--- src/rtl/laser_txd_pkg.sv ---
package laser_txd_pkg;
  localparam int ALM_W       = 4;
  localparam int BIT_PWR_HI  = 0;
  localparam int BIT_BIAS_HI = 1;
  localparam int BIT_PWR_LO  = 2;
  localparam int BIT_BIAS_LO = 3;

  // alarms muted while the power loop settles
  localparam logic [ALM_W-1:0] LOOP_LOW_MASK = 4'b1100;
  // alarms allowed to trigger fast shutdown (power-low excluded)
  localparam logic [ALM_W-1:0] SHUT_MASK     = 4'b1011;

  function automatic logic [ALM_W-1:0] qualify_alarms(
    input logic [ALM_W-1:0] raw,
    input logic [ALM_W-1:0] en,
    input logic             settling
  );
    logic [ALM_W-1:0] mute;
    mute = settling ? LOOP_LOW_MASK : '0;
    return raw & en & ~mute;
  endfunction

  function automatic logic shutdown_source(
    input logic [ALM_W-1:0] qual,
    input logic             fault_act
  );
    return fault_act | (|(qual & SHUT_MASK));
  endfunction
endpackage

--- src/rtl/txd_pulse_stretch.sv ---
module txd_pulse_stretch #(
  parameter int EXT_CYCLES = 1000
) (
  input  logic clk,
  input  logic rst_n,
  input  logic req,
  output logic ext
);
  localparam int CW = $clog2(EXT_CYCLES + 1);
  localparam logic [CW-1:0] LOAD = CW'(EXT_CYCLES);

  logic [CW-1:0] cnt;

  always_ff @(posedge clk or negedge rst_n) begin
    if (!rst_n)          cnt <= '0;
    else if (req)        cnt <= LOAD;
    else if (cnt != '0)  cnt <= cnt - 1'b1;
  end

  assign ext = req | (cnt != '0);
endmodule

--- src/rtl/fault_arm_timer.sv ---
module fault_arm_timer #(
  parameter int FRT_CYCLES = 6500000
) (
  input  logic clk,
  input  logic rst_n,
  output logic armed
);
  localparam int CW = $clog2(FRT_CYCLES + 1);
  localparam logic [CW-1:0] LIMIT = CW'(FRT_CYCLES);

  logic [CW-1:0] cnt;

  always_ff @(posedge clk or negedge rst_n) begin
    if (!rst_n)            cnt <= '0;
    else if (cnt != LIMIT) cnt <= cnt + 1'b1;
  end

  assign armed = (cnt == LIMIT);
endmodule

--- src/rtl/txd_chan.sv ---
module txd_chan
  import laser_txd_pkg::*;
#(
  parameter int EXT_CYCLES = 1000
) (
  input  logic             clk,
  input  logic             rst_n,
  input  logic             armed,
  input  logic             hw_dis,
  input  logic             sw_dis,
  input  logic             txf_in,
  input  logic             txf_inv,
  input  logic [ALM_W-1:0] alm,
  input  logic [ALM_W-1:0] alm_en,
  output logic             txd,
  output logic             fsd,
  output logic             lo_flag,
  output logic             ext_dis,
  output logic             ext_fall
);
  logic             dis_req;
  logic             fault_act;
  logic [ALM_W-1:0] qual;
  logic             shut_src;
  logic             ext_q;
  logic             flt_q;

  assign dis_req   = hw_dis | sw_dis;
  assign fault_act = txf_in ^ txf_inv;

  txd_pulse_stretch #(.EXT_CYCLES(EXT_CYCLES)) u_stretch (
    .clk   (clk),
    .rst_n (rst_n),
    .req   (dis_req),
    .ext   (ext_dis)
  );

  assign qual     = qualify_alarms(alm, alm_en, ext_dis);
  assign shut_src = shutdown_source(qual, fault_act);
  assign lo_flag  = qual[BIT_PWR_LO];

  always_ff @(posedge clk or negedge rst_n) begin
    if (!rst_n) ext_q <= 1'b0;
    else        ext_q <= ext_dis;
  end

  assign ext_fall = ext_q & ~ext_dis;

  always_ff @(posedge clk or negedge rst_n) begin
    if (!rst_n)                flt_q <= 1'b0;
    else if (armed && shut_src) flt_q <= 1'b1;
    else if (ext_fall)         flt_q <= 1'b0;
  end

  assign fsd = flt_q;
  assign txd = ext_dis | flt_q;
endmodule

--- src/rtl/laser_txd_gate.sv ---
module laser_txd_gate
  import laser_txd_pkg::*;
#(
  parameter int NUM_CH     = 2,
  parameter int EXT_CYCLES = 1000,
  parameter int FRT_CYCLES = 6500000
) (
  input  logic                    clk,
  input  logic                    rst_n,
  input  logic                    vcc_ok,
  input  logic [NUM_CH-1:0]       hw_dis,
  input  logic [NUM_CH-1:0]       sw_dis,
  input  logic [NUM_CH-1:0]       txf_in,
  input  logic [NUM_CH-1:0]       txf_inv,
  input  logic [NUM_CH*ALM_W-1:0] alm_flags,
  input  logic [NUM_CH*ALM_W-1:0] alm_en,
  output logic [NUM_CH-1:0]       txd_out,
  output logic [NUM_CH-1:0]       txd_oe,
  output logic [NUM_CH-1:0]       fsd_out,
  output logic [NUM_CH-1:0]       dac_hiz,
  output logic                    fault_out
);
  logic              armed;
  logic [NUM_CH-1:0] lo_flag;
  logic [NUM_CH-1:0] ext_dis;
  logic [NUM_CH-1:0] ext_fall;

  fault_arm_timer #(.FRT_CYCLES(FRT_CYCLES)) u_arm (
    .clk   (clk),
    .rst_n (rst_n),
    .armed (armed)
  );

  for (genvar c = 0; c < NUM_CH; c++) begin : g_ch
    txd_chan #(.EXT_CYCLES(EXT_CYCLES)) u_chan (
      .clk      (clk),
      .rst_n    (rst_n),
      .armed    (armed),
      .hw_dis   (hw_dis[c]),
      .sw_dis   (sw_dis[c]),
      .txf_in   (txf_in[c]),
      .txf_inv  (txf_inv[c]),
      .alm      (alm_flags[c*ALM_W +: ALM_W]),
      .alm_en   (alm_en[c*ALM_W +: ALM_W]),
      .txd      (txd_out[c]),
      .fsd      (fsd_out[c]),
      .lo_flag  (lo_flag[c]),
      .ext_dis  (ext_dis[c]),
      .ext_fall (ext_fall[c])
    );
  end

  assign txd_oe    = {NUM_CH{vcc_ok}};
  assign dac_hiz   = fsd_out;
  assign fault_out = armed & (|(fsd_out | lo_flag));
endmodule

--- config.mk ---
export PLATFORM = sky130hd
export DESIGN_NAME = laser_txd_gate
export DESIGN_NICKNAME = d
export VERILOG_FILES = /design/src/rtl/laser_txd_pkg.sv /design/src/rtl/txd_pulse_stretch.sv /design/src/rtl/fault_arm_timer.sv /design/src/rtl/txd_chan.sv /design/src/rtl/laser_txd_gate.sv
export SDC_FILE = /design/constraint.sdc
export NUM_CORES = 1
export LEC_CHECK = 0
export ABC_AREA = 1
export BUFFER_PORTS_ARGS = -buffer_cell sky130_fd_sc_hd__buf_2
export CAP_MARGIN = 20
export CORE_ASPECT_RATIO = 2
export CORE_MARGIN = 4
export CORE_UTILIZATION = 35
export DETAILED_ROUTE_END_ITERATION = 10
export GPL_TIMING_DRIVEN = 1
export PLACE_DENSITY_LB_ADDON = 0.2
export SLEW_MARGIN = 20
export SYNTH_ARGS = -nofsm -noshare
export SYNTH_HDL_FRONTEND = slang
export SYNTH_HIERARCHICAL = 1
export SYNTH_SLANG_ARGS = --single-unit
export TNS_END_PERCENT = 1
--- constraint.sdc ---
create_clock -name clk -period 1.47 [get_ports clk]
set_input_delay 0.0735 -clock clk [delete_from_list [all_inputs] [get_ports clk]]
set_output_delay 0.0735 -clock clk [all_outputs]
set_load 0.05 [all_outputs]
; ---- Word level (Yosys, flattened, before mapping)
; Cells that the tools add are included.
[op_classes]
n_addsub = 3
n_mul = 0
div = 0
magnitude_cmp = 0
eq_ne = 2
n_shift = 0
mux = 10
n_bitwise = 22
n_reduce_logical = 11
[ops]
columns = op, count
row1 = two-way mux 10 bit, 4
row2 = "adder 23 x 1 -> 23 bit, second input constant", 1
row3 = "== test 23 bit, second input constant", 1
row4 = "inequality test 23 bit, second input constant", 1
row5 = nonzero test 10 bit, 2
row6 = "subtractor 10 x 1 -> 10 bit, second input constant", 2
row7 = bitwise AND 4 bit, 4
row8 = two-way mux 4 bit, 2
row9 = NOT 4 bit, 2
row10 = OR 1 bit, 8
row11 = nonzero test 2 bit, 4
row12 = OR reduction 3 bit, 2
row13 = two-way mux 1 bit, 4
row14 = bitwise AND 1 bit, 3
row15 = logical AND 1 bit, 2
row16 = NOT 1 bit, 2
row17 = OR 2 bit, 1
row18 = OR reduction 2 bit, 1
row19 = XOR 1 bit, 2
[word_totals]
ff_bits = 47
latch_bits = 0
ram_bits = 0
mem_bits_ro = 0
inputBits = 27
out_inout_bits = 9
wordCells = 55
mem_count = 0

; ---- Depth between registers and ports, before layout
[logic_depth]
ltp_word = 9
depth_mapped = 10
depth_no_buf = 10

; ---- Cells and area by module
; The synthesis kept the hierarchy.
[by_module_without_submodules]
columns = mod, n_inst, cells_per_inst, area_per_inst_um2, seq_area_each_um2
row1 = fault_arm_timer, 1, 180, 1330.0, 575.6
row2 = txd_pulse_stretch, 2, 76, 660.6, 250.2
row3 = txd_chan, 2, 23, 147.6, 50.0
row4 = laser_txd_gate, 1, 8, 46.3, 0.0

; ---- Worst setup path after synthesis
; OpenSTA, ideal clock, no wires.
[synth_timing]
kind = register -> output
from = register g_ch[0].u_chan.u_stretch.cnt[0]
to = output port fault_out
arrival_ns = 2.070
t_required_ns = 1.397
setup_slack_ns = -0.673
stages_incl_launch_ff = 9
path_buffers = 0
path_cell_list = dfrtp_1 inv_2 ha_1 nand3_4 nor2_8 nand3_4 nor2_1 nor2_1 a21oi_1
[synth_between]
elab_chain_cells = 8
[synth_lines]
columns = item, line_no
row1 = from (decl), txd_pulse_stretch.sv:12  ; logic [CW-1:0] cnt;
row2 = from (signal assigned), txd_pulse_stretch.sv:17  ; else if (cnt != '0) cnt <= cnt - 1'b1;
row3 = nonzero test 10 bit, txd_pulse_stretch.sv:20  ; assign ext = req | (cnt != '0);
row4 = OR 1 bit, txd_pulse_stretch.sv:20
row5 = net ext_dis[0], laser_txd_gate.sv:25  ; logic [NUM_CH-1:0] ext_dis;
row6 = two-way mux 4 bit, laser_txd_pkg.sv:19  ; mute = settling ? LOOP_LOW_MASK : '0;
row7 = NOT 4 bit, laser_txd_pkg.sv:20  ; return raw & en & ~mute;
row8 = bitwise AND 4 bit, laser_txd_pkg.sv:20
row9 = net lo_flag[0], laser_txd_gate.sv:24  ; logic [NUM_CH-1:0] lo_flag;
row10 = OR 2 bit, laser_txd_gate.sv:55  ; assign fault_out = armed & (|(fsd_out | lo_flag));
row11 = OR reduction 2 bit, laser_txd_gate.sv:55
row12 = bitwise AND 1 bit, laser_txd_gate.sv:55
row13 = to (decl), laser_txd_gate.sv:21  ; output logic fault_out
; The timed path passes the listed nets, and every way through them passes these cells.

; ---- Worst setup path after layout
[layout_timing]
from = register u_arm.cnt[1]
to = output port fault_out
[layout_between]
elab_chain_cells = 2
[layout_lines]
columns = item, line_no
row1 = from (decl), fault_arm_timer.sv:11  ; logic [CW-1:0] cnt;
row2 = from (signal assigned), fault_arm_timer.sv:15  ; else if (cnt != LIMIT) cnt <= cnt + 1'b1;
row3 = == test 23 bit, fault_arm_timer.sv:18  ; assign armed = (cnt == LIMIT);
row4 = net armed, laser_txd_gate.sv:23  ; logic armed;
row5 = bitwise AND 1 bit, laser_txd_gate.sv:55
; The timed path passes the listed nets, and every way through them passes these cells.

==> metrics.yaml <==
placement:
  numPortBuffers: 32
  place_ws_ps: -134.6
  dpl.hpwl_mm: 5.725
  dpl_cell_area_mm2: 0.003715
  place.gp.congestion: 0.9617
  dp_cells: 567
flow_run:
  max-cap-violations: 0
yosys:
  synth_area_mm2: 0.002985
  synth_area_per_cell_um2: 7.774
  synthCells: 384
  yosysWarnings: 6
  syn_nets: 415
pwr:
  peakVddDrop_v: 0.0004810
  combPwrFrac_pct: 10.3
  clkPwrFrac_pct: 43.1
  cellPowerDensity_mw_per_mm2: 701.2
  leakagePower_uw: 0.002013
  p_int_uw: 2168
  swShare_pct: 23.57
  finalPower_uw: 2837
  p_sw_uw: 668.7
  power_frac_seq_pct: 46.6
detailed_routing:
  drt-pass1-iter-count: 5
  vias: 2766
  dr.first_iter.drc_count: 104
  via_per_inst: 4.736
  wirelength_mm: 7.360
  ant_nets: 0
  wire_per_inst_um: 12.60
  drc: 0
final_layout:
  seqCellArea_mm2: 0.001176
  final_cell_area_mm2: 0.004045
  n_fill_cell: 815
  area_delta_synth_final_pct: 35.50
  final_util_pct: 48.79
  multiInputGateArea_mm2: 0.001648
  drive_gt1_share_pct: 39.09
  antennaDiodeCount: 0
  nNetsFinal: 516
  stdcell_count: 584
critical_path:
  r2r-start: "u_arm/cnt[1]"
  path_class: "reg2out"
  reg2reg_depth: 13
  critPathCapture: "fault_out"
  crit_top_cell: "inv_2"
  arrival_ps: 1690
  crit_fanout: 2
  setup.worst_path.end_class: "output pin"
  required_ps: 1400
  critPathLaunch: "u_arm/cnt[1]"
  max_stage_delay_ps: 400
  cp_slowest_cell: "dfrtp_1"
  worstPathCellList: "inv_2, ha_4, nand2_2, inv_2, nand2_2, nor2_2, and3_4, inv_2, a21oi_4, buf_6"
  r2r_end: "u_arm/cnt[1]"
  cp-start-kind: "flop"
  r2r_slack_ps: -150
grt:
  grt_pass1_wl_mm: 12.08
  antenna_found_initial: 0
  grtUsageTotal_pct: 15.14
  grt_max_degree: 48
  grt_pass1_vias: 2806
  overflow: 0
clock_network:
  cts_tree: "yes"
  clk_pin_slew_ps: 70
  cts_buffers: 5
  clock_sinks: 47
  htreeDepth: 2
  clk_latency_ps: 290
  root_buffer: "clkbuf_16"
  clock_path_buffers: 2
floorplan:
  coreArea_mm2: 0.008292
  die_y_um: 138.6
  rows: 47
  pin_count: 36
  die_w_um: 73.31
  die_area_mm2: 0.01016
  start_util_pct: 36.00
sta:
  final-max-slew-violation-count: 0
  setup_violations: 4
  max_freq_mhz: 566.7
  hold_viol_final: 0
  finalCritPeriodShare_pct: 120.0
  fin_ws_ps: -294.7
  tightest_slew_ps: 269.7
  layout_min_cycle_time_ps: 1765
  skew_ps: 8.763
  rsz0062_at_grt: "true"
  slew_headroom_pct: 82.02
status:
  violations: "setup timing"
  outcome: "complete, but fails checks"
worst_hold_path:
  hold_class: "in2reg"
  hp-start: "alm_en[7]"
-- metrics by stage --
stage	setup TNS, ps	hold slack, ps
floorplan	-158.3	-222.1
global placement	-85.36	79.80
detailed placement	-134.6	86.71
CTS	-794.0	117.1
global route	-1460	147.1
finish	-800.2	118.5
-- layout by cell type (no fill, tap or decap), drive strengths merged --
master and n:
inv 54, a21oi 1, o21ai 12, nand3 44
clkinvlp 1, dlygate4sd3 1, nand2 112, o211ai 2
ha 4, clkbuf 7, and3 1, dfrtp 47
nand4 9, buf 97, bufinv 2, or2 6
nand3b 4, nor2 67, xor2 9, xnor2 6
-- how the worst min path moves through the flow --
stage                     slack (ps)  depth (start not counted)                              end
after floorplan                 -220                          0             g_ch[0].u_chan/ext_q
after global placement            80                          2  g_ch[1].u_chan/u_stretch/cnt[7]
after detailed placement          90                          2  g_ch[1].u_chan/u_stretch/cnt[6]
after CTS                        120                          5               g_ch[1].u_chan/fsd
after global routing             150                          0                        txd_oe[0]
final                            120                          5               g_ch[1].u_chan/fsd
-- registers in the layout (all words and copies together), names as in the netlist --
name                       cells
g_ch.u_chan/ext_q              2
g_ch.u_chan/fsd                2
g_ch.u_chan/u_stretch/cnt     20
u_arm/cnt                     23
-- routing by layer --
layer,vias to the layer above,global-route usage [%],wire length [um]
li1,1391,-,-
met1,1301,14.59,2546
met2,53,28.91,4294
met3,21,2.032,229
met4,0,8.405,290
met5,-,0,0
-- power groups by stage --
stage                     clock network (uW)  logic (uW)  registers, uW
after floorplan                            0         167           1350
after global placement                     0         288           1350
after detailed placement                   0         294           1350
after CTS                               1270         300           1320
after global routing                    1300         326           1320
final                                   1220         292           1320
-- worst max-delay path: cells and delay by family (launching register included) --
family | cells | cell delay [ps]
flip-flops | 1 | 400
AND/OR/NAND/NOR | 4 | 420
buffers and inverters | 4 | 350
adder cells (fa/ha/maj) | 1 | 130
AO/OA/AOI/OAI | 1 | 110
-- repair_timing --
action,4_1_cts,5_1_grt
buffers inserted,7,1
hold buffers,1,0
endpoints found under the setup margin,3,15
pin swaps,5,4
gates resized for setup,15,17
hold endpoints to repair,47,0
-- layout make-up --
class	instances	area share [%]
clock inverter	1	0.1856
inverter	56	5.877
multi-input combinational	277	40.74
sequential	47	29.08
tap	98	3.031
clock buffer	7	3.774
timing repair buffer	98	17.32
(Power assumes the default switching activity.)
